$ cat src/rtl/bcs_pkg.sv
package bcs_pkg;

    localparam int NUM_PH = 7;

    localparam int IX_IDLE = 0;
    localparam int IX_HOLD = 1;
    localparam int IX_FST  = 2;
    localparam int IX_DATA = 3;
    localparam int IX_EANR = 4;
    localparam int IX_EAWR = 5;
    localparam int IX_PFST = 6;

    typedef enum logic [NUM_PH-1:0] {
        PH_IDLE = 7'b0000001,
        PH_HOLD = 7'b0000010,
        PH_FST  = 7'b0000100,
        PH_DATA = 7'b0001000,
        PH_EANR = 7'b0010000,
        PH_EAWR = 7'b0100000,
        PH_PFST = 7'b1000000
    } bus_phase_e;

    // Inputs converted to active-high meaning
    typedef struct packed {
        logic want;    // request pending (raw or remembered)
        logic hold;    // hold requested
        logic ready;   // cycle termination
        logic early;   // next address may be driven
    } bus_in_t;

    function automatic logic can_issue(input bus_in_t s);
        return s.want && !s.hold;
    endfunction

    // Phase chosen when a cycle ends or the bus is free
    function automatic bus_phase_e settle(input bus_in_t s);
        if (s.hold)         return PH_HOLD;
        else if (s.want)    return PH_FST;
        else                return PH_IDLE;
    endfunction

    // Phase chosen once an early address has been granted
    function automatic bus_phase_e overlap(input bus_in_t s);
        return can_issue(s) ? PH_EAWR : PH_EANR;
    endfunction

endpackage

$ cat src/rtl/bcs_req_latch.sv
module bcs_req_latch (
    input  logic clk,
    input  logic rst,
    input  logic req_i,
    input  logic parked_i,   // current phase is idle or hold-granted
    input  logic issue_i,    // next phase is first clock
    output logic want_o
);
    logic held_q;

    always_ff @(posedge clk) begin
        if (rst)
            held_q <= 1'b0;
        else if (parked_i)
            held_q <= issue_i ? 1'b0 : (held_q | req_i);
    end

    assign want_o = req_i | held_q;
endmodule

$ cat src/rtl/bcs_next_state.sv
module bcs_next_state
    import bcs_pkg::*;
(
    input  bus_phase_e cur_i,
    input  bus_in_t    in_i,
    output bus_phase_e nxt_o
);
    always_comb begin
        nxt_o = cur_i;
        unique case (cur_i)
            PH_IDLE, PH_HOLD: nxt_o = settle(in_i);
            PH_FST:           nxt_o = PH_DATA;
            PH_DATA: begin
                if (in_i.ready)      nxt_o = settle(in_i);
                else if (in_i.early) nxt_o = overlap(in_i);
                else                 nxt_o = PH_DATA;
            end
            PH_EANR: begin
                if (in_i.ready)          nxt_o = settle(in_i);
                else if (can_issue(in_i)) nxt_o = PH_EAWR;
                else                     nxt_o = PH_EANR;
            end
            PH_EAWR:          nxt_o = in_i.ready ? PH_PFST : PH_EAWR;
            PH_PFST:          nxt_o = in_i.early ? overlap(in_i) : PH_DATA;
            default:          nxt_o = PH_IDLE;
        endcase
    end
endmodule

$ cat src/rtl/bcs_out_decode.sv
module bcs_out_decode
    import bcs_pkg::*;
(
    input  logic       clk,
    input  logic       rst,
    input  bus_phase_e cur_i,
    input  logic       ready_i,
    output logic       strobe_o,
    output logic       hack_o,
    output logic       done_o
);
    logic was_eawr_q;

    always_ff @(posedge clk) begin
        if (rst) was_eawr_q <= 1'b0;
        else     was_eawr_q <= (cur_i == PH_EAWR);
    end

    always_comb begin
        strobe_o = (cur_i == PH_FST) || ((cur_i == PH_EAWR) && !was_eawr_q);
        hack_o   = (cur_i == PH_HOLD);
        done_o   = ready_i &&
                   ((cur_i == PH_DATA) || (cur_i == PH_EANR) || (cur_i == PH_EAWR));
    end
endmodule

$ cat src/rtl/bus_cycle_sequencer.sv
module bus_cycle_sequencer
    import bcs_pkg::*;
(
    input  logic              clk,
    input  logic              rst,
    input  logic              bus_req_i,
    input  logic              hold_req_i,
    input  logic              rdy_n_i,
    input  logic              nxt_addr_n_i,
    output logic [NUM_PH-1:0] phase_o,
    output logic              addr_strobe_o,
    output logic              hold_ack_o,
    output logic              cycle_done_o
);
    bus_phase_e phase_q, phase_d;
    bus_in_t    sampled;
    logic       want;

    bcs_req_latch u_latch (
        .clk      (clk),
        .rst      (rst),
        .req_i    (bus_req_i),
        .parked_i ((phase_q == PH_IDLE) || (phase_q == PH_HOLD)),
        .issue_i  (phase_d == PH_FST),
        .want_o   (want)
    );

    always_comb begin
        sampled.want  = want;
        sampled.hold  = hold_req_i;
        sampled.ready = !rdy_n_i;
        sampled.early = !nxt_addr_n_i;
    end

    bcs_next_state u_next (
        .cur_i (phase_q),
        .in_i  (sampled),
        .nxt_o (phase_d)
    );

    always_ff @(posedge clk) begin
        if (rst) phase_q <= PH_IDLE;
        else     phase_q <= phase_d;
    end

    bcs_out_decode u_dec (
        .clk      (clk),
        .rst      (rst),
        .cur_i    (phase_q),
        .ready_i  (sampled.ready),
        .strobe_o (addr_strobe_o),
        .hack_o   (hold_ack_o),
        .done_o   (cycle_done_o)
    );

    assign phase_o = phase_q;
endmodule

$ cat config.mk
export PLATFORM = sky130hd
export DESIGN_NAME = bus_cycle_sequencer
export DESIGN_NICKNAME = d
export VERILOG_FILES = /design/src/rtl/bcs_pkg.sv /design/src/rtl/bcs_req_latch.sv /design/src/rtl/bcs_next_state.sv /design/src/rtl/bcs_out_decode.sv /design/src/rtl/bus_cycle_sequencer.sv
export SDC_FILE = /design/constraint.sdc
export NUM_CORES = 1
export LEC_CHECK = 0
export ABC_AREA = 1
export BUFFER_PORTS_ARGS = -buffer_cell sky130_fd_sc_hd__clkbuf_2
export CAP_MARGIN = 40
export CORE_UTILIZATION = 57
export CTS_CLUSTER_DIAMETER = 100
export DETAILED_ROUTE_END_ITERATION = 16
export PLACE_DENSITY = 0.82
export SLEW_MARGIN = 20
export SYNTH_ARGS = -nofsm -noshare
export SYNTH_HDL_FRONTEND = slang
export SYNTH_HIERARCHICAL = 1
export SYNTH_SLANG_ARGS = --single-unit
$ cat constraint.sdc
create_clock -name clk -period 3.36 [get_ports clk]
set_input_delay 0.672 -clock clk [delete_from_list [all_inputs] [get_ports clk]]
set_output_delay 0.672 -clock clk [all_outputs]
set_load 0.005 [all_outputs]
==> results.sh <==
export IMPL_cts_resized=0
export IMPL_vias=866
export IMPL_grt_pass1_wl_um=2760
export IMPL_start_util_pct=65.9
export IMPL_rows=12
export IMPL_grt_remaining_overflow=0
export IMPL_ant_nets=0
export IMPL_top_usage_layer="met2"
export IMPL_syn_nets=149
export IMPL_drive_gt1_share_pct=24.1
export IMPL_die_w_um=39.0
export IMPL_clock_latency_ns=0.26
export IMPL_use_met2_pct=45.0
export IMPL_fp_dieArea_mm2=0.00152
export IMPL_dr_pass1_iters=4
export IMPL_syn_to_final_growth_pct=15.2
export IMPL_viasPerCell=4.92
export IMPL_rsz0062_at_grt="no"
export IMPL_routed_wl_um=1730
export IMPL_final_nets=169
export IMPL_ios=16
export IMPL_slew_headroom_pct=78.1
export IMPL_grtUsageMet3_pct=5.20
export IMPL_synth_seq_cells=9
export IMPL_grt_util_all_layers_pct=27.0
export IMPL_cp_required_ns=2.69
export IMPL_arrival_ns=1.33
export IMPL_fin_util_pct=75.9
export IMPL_cts_hold_buf=0
export IMPL_synthAdderAreaFrac_pct=0
export IMPL_synth_top_family_by_area="simple AND/OR/NAND/NOR gates"
export IMPL_syn_avg_cell_area_um2=5.47
export IMPL_cp_start_kind="flop"
export IMPL_dpl_hpwl_um=1370
export IMPL_p_leak_nw=0.481
export IMPL_grt_max_degree=10
export IMPL_critPathKind="reg -> out"
export IMPL_cts_tree="done"
export IMPL_setup_viol=0
export IMPL_cts_htree_levels=1
export IMPL_finalSetupTns_ns=0
export IMPL_remaining_drc_errors=0
export IMPL_hold_class="reg -> reg"
export IMPL_fmax_mhz=499
export IMPL_numCtsBuffers=3
export IMPL_multi_input_area_um2=484
export IMPL_status="completed"
export IMPL_cts_sinks=9
export IMPL_power_density_mw_per_mm2=334
export IMPL_ir_worst_vdd_uv=256
export IMPL_clk_pin_slew_ns=0.06
export IMPL_synth_xor_area_share_pct=0
export IMPL_core_mm2=0.00119
export IMPL_port_buffers=15
export IMPL_syn_area_um2=782
export IMPL_muxShareOfSynthArea_pct=0
export IMPL_grt_pass1_vias=653
export IMPL_ctsLongestPathBuffers=2
export IMPL_gp_congestion=0.831
export IMPL_die_height_um=39.0
export IMPL_synth_compound_area_share_pct=1.92
export IMPL_drv_slew=0
export IMPL_crit_path_end_kind="output pin"
export IMPL_yosysWarnings=6
export IMPL_tightestPinTransition_ns=0.329
export IMPL_finClkSkew_ns=0.00342
export IMPL_fin_crit_sh_pct=59.6
export IMPL_clock_root_buffer="clkbuf_4"
export IMPL_postCtsSetupBuffers=0
export IMPL_seq_area_um2=180
export IMPL_yosys_area_share_simple_pct=60.0
export IMPL_ys_seq_area_share_pct=23.0
export IMPL_critPathMaxFanout=6
export IMPL_place_ws_ns=1.38
export IMPL_antenna_found_initial=0
export IMPL_antenna_cells=0
export IMPL_hold_viol=0
export IMPL_grt_use_met1_pct=34.7
export IMPL_holdWs_ns=0.537
export IMPL_drv_cap=0
export IMPL_dr_first_iter_drc_count=22
export IMPL_routedWlPerCell_um=9.83
export IMPL_n_fill_cell=104
export IMPL_fin_crit_ns=2.00
export IMPL_synth_cell_types=17
export IMPL_final_setup_worst_slack_ns=1.36
export IMPL_synth_cells=143
==> power by group <==
group	internal, mW	leakage (nW)	switching, mW
clock	0.0457	0.0150	0.0367
sequential	0.114	0.0733	0.0111
combinational	0.0338	0.393	0.0597
total	0.193	0.481	0.108
==> worst paths after layout <==
path | to | start | cells past startpoint | slack, ns
worst max-delay path | cycle_done_o | phase_o[4]$_SDFF_PP0_ | 8 | 1.36
worst min-delay path | u_latch/held_q$_SDFFE_PP0P_ | u_latch/held_q$_SDFFE_PP0P_ | 2 | 0.54
worst max register to register | u_latch/held_q$_SDFFE_PP0P_ | phase_o[1]$_SDFF_PP0_ | 13 | 1.69
worst min register to register | u_latch/held_q$_SDFFE_PP0P_ | u_latch/held_q$_SDFFE_PP0P_ | 2 | 0.54
==> synth_stat cells (all sizes together) <==
library cell   n  area [µm²]
dfxtp          9         180
nand2         37         156
nand4          3        18.8
inv           30         113
nand3         19        95.1
nor3           6        35.0
clkinv         1        5.00
nor2          31         139
or2            3        18.8
nor4           1        6.26
o21ai          3        15.0
==> sequential cells by signal (all words and copies together), names as in the netlist <==
register          cells
u_dec/was_eawr_q      1
phase_o               7
u_latch/held_q        1
==> routing by layer <==
| layer | part of all wire, % | vias up |
|---|---|---|
| met2 | 46 | 23 |
| met3 | 4.1 | 2 |
| met4 | 0.23 | 0 |
| li1 | - | 480 |
| met1 | 50 | 361 |
| met5 | 0 | - |
==> metrics by stage <==
step / area [µm²] / total power [mW] / cells
finish: 901 / 0.301 / 176
detailed placement: 875 / 0.219 / 172
CTS: 901 / 0.301 / 176
global route: 901 / 0.325 / 176
floorplan: 782 / 0.195 / 143
global placement: 875 / 0.217 / 172
==> logic make-up after synthesis <==
| logic type | after synthesis |
|---|---|
| buf+inv | 31 |
| compound gates | 3 |
| simple gates | 100 |
| flops | 9 |
==> layout make-up <==
class | count | share of cell area [%]
clock buffer | 4 | 2.92
multi-input combinational | 103 | 53.7
tap | 14 | 1.94
timing repair buffer | 15 | 8.33
inverter | 31 | 13.1
sequential | 9 | 20.0
==> worst max-delay path: stages, from the launching register on <==
cell	delay [ns]
dfxtp_1	0.47
clkinv_2	0.11
nand2_1	0.09
nor2_1	0.05
nand2_1	0.08
nand3_1	0.08
nand2_1	0.06
inv_1	0.03
clkbuf_2	0.10
==> placed cells by master, fill, tap and decap left out <==
| master | netlist | final |
|---|---|---|
| o21ai_1 | 2 | 2 |
| nor3_1 | 5 | 5 |
| nand3_1 | 19 | 19 |
| nor2_2 | 3 | 3 |
| nor4_1 | 1 | 1 |
| nor2_4 | 2 | 2 |
| inv_2 | 7 | 7 |
| o21ai_0 | 1 | 1 |
| nand4_1 | 3 | 3 |
| nand2_2 | 7 | 7 |
| clkinv_2 | 1 | 1 |
| clkbuf_1 | 0 | 1 |
| or2_1 | 3 | 3 |
| nor3_2 | 1 | 1 |
| clkbuf_2 | 0 | 15 |
| nand2_1 | 30 | 30 |
| inv_1 | 23 | 23 |
| dfxtp_1 | 9 | 9 |
| nor2_1 | 26 | 26 |
| clkbuf_4 | 0 | 3 |
No activity file was read; power rests on OpenSTA's default activity.
